File: src/rtl/tmr_pkg.sv
package tmr_pkg;

    localparam int NCH       = 3;
    localparam int BASE_CH0  = 8;
    localparam int BASE_CH1  = 20;
    localparam int BASE_CH2  = 32;
    localparam int WIN_END   = 48;
    localparam int PRE_W     = 10;
    localparam int BIT_IE    = 5;
    localparam int BIT_FLG   = 8;

    typedef enum logic [2:0] {
        TGT_NONE,
        TGT_OCTL,
        TGT_START,
        TGT_CH0,
        TGT_CH1,
        TGT_CH2
    } tgt_e;

    typedef struct packed {
        tgt_e       tgt;
        logic [1:0] word;
    } dec_t;

    typedef enum logic [1:0] {
        CW_RELOAD = 2'd0,
        CW_COUNT  = 2'd1,
        CW_CTRL   = 2'd2,
        CW_CAPT   = 2'd3
    } cword_e;

    typedef struct packed {
        logic       ie;
        logic [2:0] psel;
    } ctl_t;

    // Last prescaler value before a tick for each divider code.
    function automatic logic [PRE_W-1:0] pre_last(input logic [2:0] psel);
        case (psel)
            3'd0:    return PRE_W'(3);
            3'd1:    return PRE_W'(15);
            3'd2:    return PRE_W'(63);
            3'd3:    return PRE_W'(255);
            default: return PRE_W'(1023);
        endcase
    endfunction

    function automatic tgt_e chan_tgt(input int i);
        case (i)
            0:       return TGT_CH0;
            1:       return TGT_CH1;
            default: return TGT_CH2;
        endcase
    endfunction

endpackage

File: src/rtl/tmr_decode.sv
module tmr_decode
    import tmr_pkg::*;
#(
    parameter int AW       = 6,
    parameter bit HAS_CH2  = 1'b1,
    parameter bit HAS_OCTL = 1'b1
) (
    input  logic [AW-1:0] addr,
    output dec_t          dec
);

    localparam logic [AW-1:0] B0 = AW'(BASE_CH0);
    localparam logic [AW-1:0] B1 = AW'(BASE_CH1);
    localparam logic [AW-1:0] B2 = AW'(BASE_CH2);
    localparam logic [AW-1:0] BE = AW'(WIN_END);

    logic [AW-1:0] rebased;

    // Descending comparison: highest window first, then rebase.
    always_comb begin
        dec.tgt  = TGT_NONE;
        dec.word = 2'd0;
        rebased  = '0;
        if (addr >= B2) begin
            rebased = addr - B2;
            if (HAS_CH2 && addr < BE) begin
                dec.tgt  = TGT_CH2;
                dec.word = rebased[3:2];
            end
        end else if (addr >= B1) begin
            rebased  = addr - B1;
            dec.tgt  = TGT_CH1;
            dec.word = rebased[3:2];
        end else if (addr >= B0) begin
            rebased  = addr - B0;
            dec.tgt  = TGT_CH0;
            dec.word = rebased[3:2];
        end else if (addr[AW-1:2] == (AW-2)'(1)) begin
            dec.tgt = TGT_START;
        end else if (HAS_OCTL) begin
            dec.tgt = TGT_OCTL;
        end
    end

endmodule

File: src/rtl/tmr_chan.sv
module tmr_chan
    import tmr_pkg::*;
#(
    parameter int DW   = 32,
    parameter bit CAPT = 1'b0
) (
    input  logic          clk,
    input  logic          rst,
    input  logic          run,
    input  logic          acc_wr,
    input  logic [1:0]    word,
    input  logic [DW-1:0] wdata,
    output logic [DW-1:0] rdata,
    output logic          irq
);

    logic [DW-1:0]    reload_q;
    logic [DW-1:0]    count_q;
    logic [DW-1:0]    cap_q;
    logic [DW-1:0]    ctrl_rd;
    ctl_t             ctl_q;
    logic             flag_q;
    logic [PRE_W-1:0] pre_q;
    logic             wr_reload, wr_count, wr_ctrl;
    logic             tick, under;

    assign wr_reload = acc_wr && (word == CW_RELOAD);
    assign wr_count  = acc_wr && (word == CW_COUNT);
    assign wr_ctrl   = acc_wr && (word == CW_CTRL);

    assign tick  = run && (pre_q == pre_last(ctl_q.psel));
    assign under = tick && (count_q == '0);

    always_ff @(posedge clk) begin
        if (rst) begin
            reload_q <= '1;
            count_q  <= '1;
            ctl_q    <= '0;
            flag_q   <= 1'b0;
            pre_q    <= '0;
        end else begin
            if (wr_ctrl || !run || tick)
                pre_q <= '0;
            else
                pre_q <= pre_q + 1'b1;

            if (wr_count)
                count_q <= wdata;
            else if (tick)
                count_q <= under ? reload_q : count_q - 1'b1;

            if (wr_reload)
                reload_q <= wdata;

            if (wr_ctrl)
                ctl_q <= '{ie: wdata[BIT_IE], psel: wdata[2:0]};

            if (under)
                flag_q <= 1'b1;
            else if (wr_ctrl && !wdata[BIT_FLG])
                flag_q <= 1'b0;
        end
    end

    generate
        if (CAPT) begin : g_capt
            logic wr_capt;
            assign wr_capt = acc_wr && (word == CW_CAPT);
            always_ff @(posedge clk) begin
                if (rst)
                    cap_q <= '0;
                else if (wr_capt)
                    cap_q <= wdata;
            end
        end else begin : g_nocapt
            assign cap_q = '0;
        end
    endgenerate

    always_comb begin
        ctrl_rd          = '0;
        ctrl_rd[2:0]     = ctl_q.psel;
        ctrl_rd[BIT_IE]  = ctl_q.ie;
        ctrl_rd[BIT_FLG] = flag_q;
    end

    always_comb begin
        case (cword_e'(word))
            CW_RELOAD: rdata = reload_q;
            CW_COUNT:  rdata = count_q;
            CW_CTRL:   rdata = ctrl_rd;
            default:   rdata = cap_q;
        endcase
    end

    assign irq = flag_q & ctl_q.ie;

endmodule

File: src/rtl/tmr_unit.sv
module tmr_unit
    import tmr_pkg::*;
#(
    parameter int AW       = 6,
    parameter int DW       = 32,
    parameter bit HAS_CH2  = 1'b1,
    parameter bit HAS_OCTL = 1'b1
) (
    input  logic          clk,
    input  logic          rst,
    input  logic          bus_wr,
    input  logic          bus_rd,
    input  logic [AW-1:0] bus_addr,
    input  logic [DW-1:0] bus_wdata,
    output logic [DW-1:0] bus_rdata,
    output logic [2:0]    irq,
    output logic          oc_out,
    output logic          err
);

    dec_t          dec;
    logic [DW-1:0] start_q;
    logic          oc_q;
    logic          err_q;
    logic          bad;
    logic [DW-1:0] ch_rdata [NCH];

    tmr_decode #(
        .AW      (AW),
        .HAS_CH2 (HAS_CH2),
        .HAS_OCTL(HAS_OCTL)
    ) u_dec (
        .addr(bus_addr),
        .dec (dec)
    );

    generate
        for (genvar i = 0; i < NCH; i++) begin : g_ch
            if (i < 2 || HAS_CH2) begin : g_on
                tmr_chan #(
                    .DW  (DW),
                    .CAPT(i == 2)
                ) u_ch (
                    .clk   (clk),
                    .rst   (rst),
                    .run   (start_q[i]),
                    .acc_wr(bus_wr && dec.tgt == chan_tgt(i)),
                    .word  (dec.word),
                    .wdata (bus_wdata),
                    .rdata (ch_rdata[i]),
                    .irq   (irq[i])
                );
            end else begin : g_off
                assign ch_rdata[i] = '0;
                assign irq[i]      = 1'b0;
            end
        end
    endgenerate

    assign bad = ((bus_wr || bus_rd) && dec.tgt == TGT_NONE) ||
                 (!HAS_CH2 && bus_wr && dec.tgt == TGT_START && bus_wdata[2]);

    always_ff @(posedge clk) begin
        if (rst) begin
            start_q <= '0;
            oc_q    <= 1'b0;
            err_q   <= 1'b0;
        end else begin
            err_q <= bad;
            if (bus_wr && dec.tgt == TGT_START)
                start_q <= bus_wdata;
            if (bus_wr && dec.tgt == TGT_OCTL)
                oc_q <= bus_wdata[0];
        end
    end

    always_comb begin
        case (dec.tgt)
            TGT_OCTL:  bus_rdata = {{(DW-1){1'b0}}, oc_q};
            TGT_START: bus_rdata = start_q;
            TGT_CH0:   bus_rdata = ch_rdata[0];
            TGT_CH1:   bus_rdata = ch_rdata[1];
            TGT_CH2:   bus_rdata = ch_rdata[2];
            default:   bus_rdata = '0;
        endcase
    end

    assign oc_out = oc_q;
    assign err    = err_q;

endmodule

File: config.mk
export PLATFORM = sky130hd
export DESIGN_NAME = tmr_unit
export DESIGN_NICKNAME = d
export VERILOG_FILES = /design/src/rtl/tmr_pkg.sv /design/src/rtl/tmr_decode.sv /design/src/rtl/tmr_chan.sv /design/src/rtl/tmr_unit.sv
export SDC_FILE = /design/constraint.sdc
export NUM_CORES = 1
export LEC_CHECK = 0
export BUFFER_PORTS_ARGS = -buffer_cell sky130_fd_sc_hd__buf_2
export CAP_MARGIN = 20
export CORE_MARGIN = 1.5
export CORE_UTILIZATION = 39
export DETAILED_ROUTE_END_ITERATION = 10
export GPL_ROUTABILITY_DRIVEN = 0
export PLACE_DENSITY = 0.66
export SLEW_MARGIN = 20
export SYNTH_ARGS = -nofsm -noshare
export SYNTH_HDL_FRONTEND = slang
export SYNTH_SLANG_ARGS = --single-unit
File: constraint.sdc
create_clock -name clk -period 3.9 [get_ports clk]
set_input_delay 0.39 -clock clk [delete_from_list [all_inputs] [get_ports clk]]
set_output_delay 0.39 -clock clk [all_outputs]
set_load 0.005 [all_outputs]
## Yosys cells after proc, flatten, opt, wreduce, memory -nomap -nowiden

Cells that the tools add are included.

- Add/subtract/negate cells: 9
- Multiply operators: 0
- Divide/modulo/power cells: 0
- Order comparisons: 4
- Eq/ne operators: 21
- Shift-type cells: 0
- Muxes and demuxes: 28
- Bitwise logic cells: 3
- Reductions and logical operators: 53

Operators by type and width:

| operator | number |
|---|---|
| 32-bit two-way mux | 9 |
| 32-bit case mux with 3 select lines | 3 |
| 32-bit case mux with 5 select lines | 1 |
| 10-bit case mux with 4 select lines | 3 |
| 32-bit logical NOT | 3 |
| 32-bit by 1-bit subtractor with 32-bit output, second input constant | 3 |
| 10-bit by 1-bit adder with 10-bit output, second input constant | 3 |
| 10-bit == test | 3 |
| 1-bit logical AND | 25 |
| 3-bit by 2-bit == test with 1-bit output, second input constant | 8 |
| 5-bit two-way mux | 3 |
| 3-bit by 1-bit == test with 1-bit output, second input constant | 4 |
| 3-bit logical NOT | 4 |
| 2-bit nonzero test | 6 |
| 1-bit logical OR | 7 |
| 3-bit == test, second input constant | 2 |
| 6-bit by 4-bit greater-or-equal comparator with 1-bit output, second input constant | 1 |
| 6-bit by 5-bit greater-or-equal comparator with 1-bit output, second input constant | 1 |
| 6-bit greater-or-equal comparator, second input constant | 1 |
| 6-bit less-than comparator, second input constant | 1 |
| 1-bit two-way mux | 6 |
| 2-bit OR reduction | 3 |
| 2-bit == test, second input constant | 2 |
| 4-bit by 1-bit == test with 1-bit output, second input constant | 1 |
| 9 further kinds | 15 |

- Bits in registers: 303
- Latch bits: 0
- Memory bits (writable): 0
- Bits in read-only memories: 0
- Input port bits: 42
- Output and inout port bits: 37
- Word-level logic and storage cells: 140
- Memories: 0

## Longest topological paths before layout

Gate-level depths: netlist of the first run.

- Word-level depth: 11
- Gate-level depth with buffers: 12
- Mapped depth without buffers: 8

## Hierarchy

From an unflattened synthesis of the first run, not the netlist that was laid out.

- Cells, all modules: 2169
- Area, all modules: 17817.1 um2

By module, submodules not included:

| module | instances | cells an instance | area an instance (um2) | sequential area each (um2) |
|---|---|---|---|---|
| tmr_chan at g_ch[0].g_on.u_ch ... | 2 | 574 | 4718.3 | 1581.5 |
| tmr_chan at g_ch[2].g_on.u_ch | 1 | 727 | 5855.6 | 2222.1 |
| tmr_unit | 1 | 270 | 2343.5 | 680.7 |
| tmr_decode | 1 | 24 | 181.4 | 0.0 |

## Least setup slack after synthesis of the first run

OpenSTA, ideal clock, no wires.

- Path type: input to output
- Start point: in bus_addr[3]
- End point: out bus_rdata[0]
- Data arrival time: 3079 ps
- Data required time: 3510 ps
- Setup slack: 431 ps
- Stages on the path: 9
- Buffers on the path: 2
- Path through: clkbuf_1 > clkinv_1 > ha_1 > nor3b_1 > mux2i_1 > nor2_1 > clkbuf_1 > mux4_2 > a221o_1

- Cells in the longest elaborated chain, start to end: 7
- Elaborated cells between the ends (all ways): 26
- Those cells by class: 3 x add/sub; 4 x order compare; 8 x eq/ne; 10 x mux; 1 x reduce/logical

Ends and longest elaborated chain:

| element | RTL line | text |
|---|---|---|
| from (decl) | tmr_unit.sv:13 | `input logic [AW-1:0] bus_addr,` |
| 6-bit by 4-bit greater-or-equal comparator with 1-bit output, or another cell as far along | tmr_decode.sv:34 | `end else if (addr >= B0) begin` |
| 2-bit two-way mux, on equally long branches | tmr_decode.sv:34, tmr_decode.sv:38 |  |
| 5-bit two-way mux / 3-bit two-way mux (equally long branches) | tmr_decode.sv:30, tmr_decode.sv:34 |  |
| 5-bit two-way mux (*) | tmr_decode.sv:24 | `if (addr >= B2) begin` |
| 2-bit == test, or another cell as far along | tmr_chan.sv:88 | `case (cword_e'(word))` |
| 32-bit case mux with 3 select lines, or another cell as far along | tmr_chan.sv:88 |  |
| 32-bit case mux with 5 select lines (*) | tmr_unit.sv:78 | `case (dec.tgt)` |
| to (decl) | tmr_unit.sv:15 | `output logic [DW-1:0] bus_rdata,` |

Mark *: on every way between the ends. The rest lies on a longest branch, timed or not.

## Final worst setup path of the first run

- Start point: in bus_addr[2]
- End point: out bus_rdata[29]

The elaborated chain is that of the path after synthesis.

==> impl_metrics.toml, run 1 <==
[cts]
htreeDepth = 2
post-cts-setup-buffers = 0
cts_tree = "done"
clock_path_buffers = 3
cts_made_buffers = 34
ctsHoldBuffers = 0
clkLatencyLatePin_ns = 0.54
root_buffer = "clkbuf_16"
cts.sinks = 303
cts.clk_slew.worst_paths_ns = 0.06
post_cts_resized = 0

[timing]
max_slew.worst_pin.slew_ns = 1.050
fin_ws_ns = 0.2694
final.setup.tns_ns = 0
finalCritPeriodShare_pct = 93.09
fmax_ghz = 0.2754
drv_slew = 0
skew_ns = 0.02230
relSlewSlack_pct = 29.99
hold_viol = 0
setup_viol = 0
min_period_ns = 3.631
rsz0062_at_grt = "no"

[global_route]
grt_pass1_vias = 15500
antenna_found_initial = 0
overflow = 0
grt_first_pass_wirelength_um = 94050
grt_usage_pct = 27.64
grt_max_degree = 112

[placed_design]
post-dp-hpwl_um = 43190
placedCellCount = 2658
dp_slack_ns = 0.3318
io_buffer_count = 78

[synth]
synth_top_area_share_pct = 37.01
synth_area_um2 = 16390
synth_largest_area_cell = "dfxtp_1"
yosys.area_share.simple_pct = 28.79
synth_ff_type = "dfxtp_1"
synth_seq_cells = 303
synth_top_family_by_area = "simple AND/OR/NAND/NOR gates"
async_flop_share_pct = 0
yosysSeqAreaShare_pct = 37.01
synthAdderAreaFrac_pct = 0.6870
postSynthNetCount = 2225
synth_warnings = 0
synth_xor_area_share_pct = 4.756
syn_area_per_cell_um2 = 7.539
synthMuxAreaShare_pct = 3.053
synth_compound_area_share_pct = 20.82
yosys.cell_types.count = 81
synth_area_leaders = "dfxtp_1, a21oi_1, nand2_1"
synth-edff-count = 0
synth_cells = 2174

[route]
firstDrtPassIters = 8
avgViaCountPerCell = 6.287
wirelength_um = 61770
vias = 17090
drc = 0
antenna_left = 0
drtIter0Drc = 2363
routedWlPerCell_um = 22.72

[critical_path]
reg2reg_depth = 10
crit_path_end = "bus_rdata[29]"
regToRegStartpoint = "g_ch[1].g_on.u_ch.count_q[0]"
worstPathMaxFanout = 21
r2r_end = "g_ch[1].g_on.u_ch.count_q[9]"
arrival_ns = 3.24
startpoint_type = "input port"
crit_type = "input port to output port"
r2r_slack_ns = 0.58
crit_start = "bus_addr[2]"
cp-end-kind = "output port"
cp_data_required_time_ns = 3.51

[power_and_ir_drop]
clockPowerShare_pct = 46.3
leakagePower_nw = 6.923
pwr-share-seq_pct = 44.0
netSwitchingPower_mw = 1.928
internal_power_mw = 5.360
p_per_area_nw_per_um2 = 395.9
ir_drop_v = 0.0002702
combinationalPowerShare_pct = 9.7
p_sw_share_pct = 26.45

[layout]
antenna_cells = 0
final_cell_mix = "nand2_1, dfxtp_1, a21oi_1"
area_growth_pct = 12.31
layout.nets = 2213
multi_input_area_um2 = 9590
drive_above_1_share_pct = 10.70
final_cells = 2718
layout_commonest_cell = "nand2_1"
nFillCells = 4144
final-seq-area_um2 = 6066

[status]
status = "complete, no violations"

[hold_path]
hp-class = "input port to register"

[die]
core_um2 = 41110
start_util_pct = 39.87
die_w_um = 208.0
num_rows = 74
io-pin-count = 79
dieHeight_um = 208.0
die_area_um2 = 43270

[job]
cap_violations = 0
## power groups by stage
stage | sequential, mW | clock (mW) | combinational, mW
after floorplan | 3.25 | 0 | 0.400
after global placement | 3.27 | 0 | 0.677
after detailed placement | 3.27 | 0 | 0.685
after CTS | 3.21 | 3.39 | 0.687
after global routing | 3.21 | 3.51 | 0.750
final | 3.21 | 3.37 | 0.707
## worst min path at each step
stage | cells after the start | endpoint | from
after global placement | 2 | g_ch[2].g_on.u_ch.cap_q[5] | g_ch[2].g_on.u_ch.cap_q[5]
after CTS | 2 | err | bus_rd
after floorplan | 2 | g_ch[2].g_on.u_ch.cap_q[0] | g_ch[2].g_on.u_ch.cap_q[0]
after detailed placement | 2 | g_ch[2].g_on.u_ch.cap_q[25] | g_ch[2].g_on.u_ch.cap_q[25]
after global routing | 2 | err | bus_rd
final | 2 | err | bus_rd
## through the flow
stage	area (µm²)	utilization [%]	power (mW)	hold WS, ns
2_1_floorplan	16390	-	3.649	0.4334
3_3_place_gp	17250	41.97	3.949	0.4397
3_5_place_dp	17250	41.97	3.959	0.4470
4_1_cts	18410	44.78	7.286	0.1242
5_1_grt	18410	44.78	7.471	0.1468
6_report	18410	44.78	7.288	0.1317
## logic make-up (layout without fill, tap and decap cells)
logic type,after synthesis,count (layout)
compound gates,552,552
xor+xnor,89,89
fa+ha+maj,9,9
buf+inv,197,209
flops,303,303
mux,43,43
simple gates,981,981
## registers in the layout, indices dropped and copies added (netlist names)
register / flops
g_ch.g_on.u_ch.count_q: 96
g_ch.g_on.u_ch.reload_q: 96
g_ch.g_on.u_ch.cap_q: 32
start_q: 32
g_ch.g_on.u_ch.pre_q: 30
g_ch.g_on.u_ch.ctl_q: 12
g_ch.g_on.u_ch.flag_q: 3
err: 1
oc_out: 1
## critical path, cell delays in order
cell	delay (ns)
buf_2	0.23
ha_1	0.29
or3b_2	0.51
a211oi_1	0.50
a211oi_4	0.23
buf_4	0.28
nand2_1	0.08
a21oi_1	0.05
or4_1	0.49
buf_2	0.17
## cell type report
class	instances	share of cell area, %
sequential	303	32.95
timing repair buffer	132	4.710
clock buffer	48	5.397
multi-input combinational	1674	52.10
tap	532	3.616
clock inverter	12	0.8836
inverter	17	0.3466
## layer usage
layer | share of wire [%] | vias up | global-route usage [%]
met5 | 0 | - | 0
met4 | 4.1 | 0 | 11.93
met3 | 11 | 144 | 4.634
met2 | 43 | 998 | 41.45
met1 | 42 | 8129 | 38.95
li1 | - | 7818 | -
## cell usage after synthesis, types with 7 or more instances
library cell and instances:
a211oi_1 19, a21oi_1 297, a221o_1 7, a221oi_1 10, a22o_1 26, a22oi_1 8
a32oi_1 18, and2_1 11, and3_1 31, buf_2 9, clkbuf_1 159, dfxtp_1 303
ha_1 9, inv_1 15, mux2i_1 32, nand2_1 383, nand3_1 96, nand4_1 31
nand4b_1 7, nor2_1 139, nor3_1 141, nor4_1 25, o211ai_1 56, o21ai_0 50
o31ai_1 12, or2_2 7, or3_1 16, or4_1 47, xnor2_1 36, xor2_1 53
Note: power is estimated with default switching activity, not from simulation.
==> run 2, diff against run 1 <==
==> constraint.sdc (replaced) <==
create_clock -name clk -period 4.5 [get_ports clk]
set_input_delay 0.45 -clock clk [delete_from_list [all_inputs] [get_ports clk]]
set_output_delay 0.45 -clock clk [all_outputs]
set_load 0.005 [all_outputs]
==> run 2 against run 1 <==
  * Non-clock buffer count decreased by 10
  * Count of clock-buffer cells in the layout increased by 2
  * Flip-flop and latch count unchanged
  * Design area decreased by 0.82%
  * Clock skew decreased by 0.0066 ns
  * Final cell count decreased by 0.44%
  * Sequential power decreased by 13%
  * Critical path type unchanged
  * Highest routed layer unchanged
==> impl_metrics.toml, run 2 (synthesized netlist as in run 1, its figures left out) <==
[status]
status = "complete, no violations"

[route]
vias = 17080
drtIter0Drc = 2458
drc = 0
wirelength_um = 61250
firstDrtPassIters = 6
antenna_left = 0
routedWlPerCell_um = 22.63
avgViaCountPerCell = 6.312

[cts]
cts_tree = "done"
cts_made_buffers = 35
cts.sinks = 303
htreeDepth = 2
post_cts_resized = 0
ctsHoldBuffers = 0
clkLatencyLatePin_ns = 0.53
clock_path_buffers = 3
cts.clk_slew.worst_paths_ns = 0.06
post-cts-setup-buffers = 0
root_buffer = "clkbuf_16"

[critical_path]
reg2reg_depth = 7
r2r_slack_ns = 1.15
cp_data_required_time_ns = 4.05
cp-end-kind = "output port"
cp_common_cell = "buf_2"
worstPathMaxFanout = 38
startpoint_type = "input port"
arrival_ns = 3.71
worstPathCellList = "buf_2 > ha_1 > nor3b_1 > mux2_2 > nand2_2 > buf_12 > nand2_1 > a21oi_1 > or4_1 > buf_2"
slowest_stage = "or4_1"
crit_type = "input port to output port"
cpPeakStageDelay_ns = 0.69

[timing]
fmax_ghz = 0.2407
max_slew.worst_pin.slew_ns = 1.176
final.setup.tns_ns = 0
setup_viol = 0
min_period_ns = 4.155
hold_viol = 0
drv_slew = 0
finalCritPeriodShare_pct = 92.34
skew_ns = 0.01571
relSlewSlack_pct = 20.87
rsz0062_at_grt = "no"
fin_ws_ns = 0.3447

[layout]
antenna_cells = 0
drive_above_1_share_pct = 10.12
area_growth_pct = 11.40
top_regs = "g_ch.g_on.u_ch.count_q (96), g_ch.g_on.u_ch.reload_q (96)"
layout.nets = 2204
layout_commonest_cell = "nand2_1"
final_cell_mix = "nand2_1, dfxtp_1, a21oi_1"
finish.utilization_pct = 44.42
final_cells = 2706

[die]
dieHeight_um = 208.0
core_um2 = 41110
num_rows = 74
io-pin-count = 79
die_w_um = 208.0
start_util_pct = 39.87
die_area_um2 = 43270

[global_route]
overflow = 0
grt_pass1_vias = 15520
grt_usage_pct = 27.31
antenna_found_initial = 1
grt_max_degree = 98
grt_first_pass_wirelength_um = 93160

[placed_design]
placedCellCount = 2648
post-dp-hpwl_um = 42390
io_buffer_count = 78
dp_slack_ns = 0.4828

[power_and_ir_drop]
ir_drop_v = 0.0001943
leakagePower_nw = 6.844
p_per_area_nw_per_um2 = 339.3

[hold_path]
hold_depth = 2
hp-class = "input port to register"

[job]
cap_violations = 0
==> run 2: cell types whose count changed in the layout (fill, tap and decap cells not counted), sizes merged <==
cell      delta
buf         -10
bufinv       -2
clkbuf       +2
clkinvlp     -1
inv          -1
==> run 2: cell type report <==
class,count,area (µm²)
fillers,4142,22850
inverters,17,63.81
well taps,532,665.6
clock buffers,50,1023
flip-flops and latches,303,6066
repair buffers,122,767.0
multi-input cells,1674,9590
clock inverters,8,82.58
==> run 2: worst max-delay path: cells and delay by family <==
family | cells | cell delay (ns)
adder cells (fa/ha/maj) | 1 | 0.28
AO/OA/AOI/OAI | 1 | 0.06
buffers and inverters | 3 | 0.80
multiplexers | 1 | 0.32
AND/OR/NAND/NOR | 4 | 1.78
==> run 2: through the flow <==
stage | total power [mW] | area (µm²) | hold slack (ns)
after global placement | 3.417 | 17150 | 0.4416
final | 6.195 | 18260 | 0.2108
after floorplan | 3.163 | 16390 | 0.4334
after global routing | 6.364 | 18260 | 0.2162
after detailed placement | 3.423 | 17150 | 0.4478
after CTS | 6.200 | 18260 | 0.1831
==> run 2: final timing paths <==
path,startpoint,to
worst max-delay path,bus_addr[2],bus_rdata[13]
worst min-delay path,bus_rd,err
worst min register to register,start_q[31],start_q[31]
worst max register to register,g_ch[2].g_on.u_ch.pre_q[0],g_ch[2].g_on.u_ch.count_q[12]
==> run 2: power by group <==
part,switching (mW),internal (mW)
Combinational,0.417,0.192
Clock,1.17,1.64
Sequential,0.0552,2.73
==> run 2: per-layer routing <==
layer	vias up	part of all wire (%)	track usage, %
met5	-	0	0
met3	144	11	5.977
met2	1011	43	40.63
met4	0	4.2	12.08
met1	8125	42	37.76
li1	7799	-	-
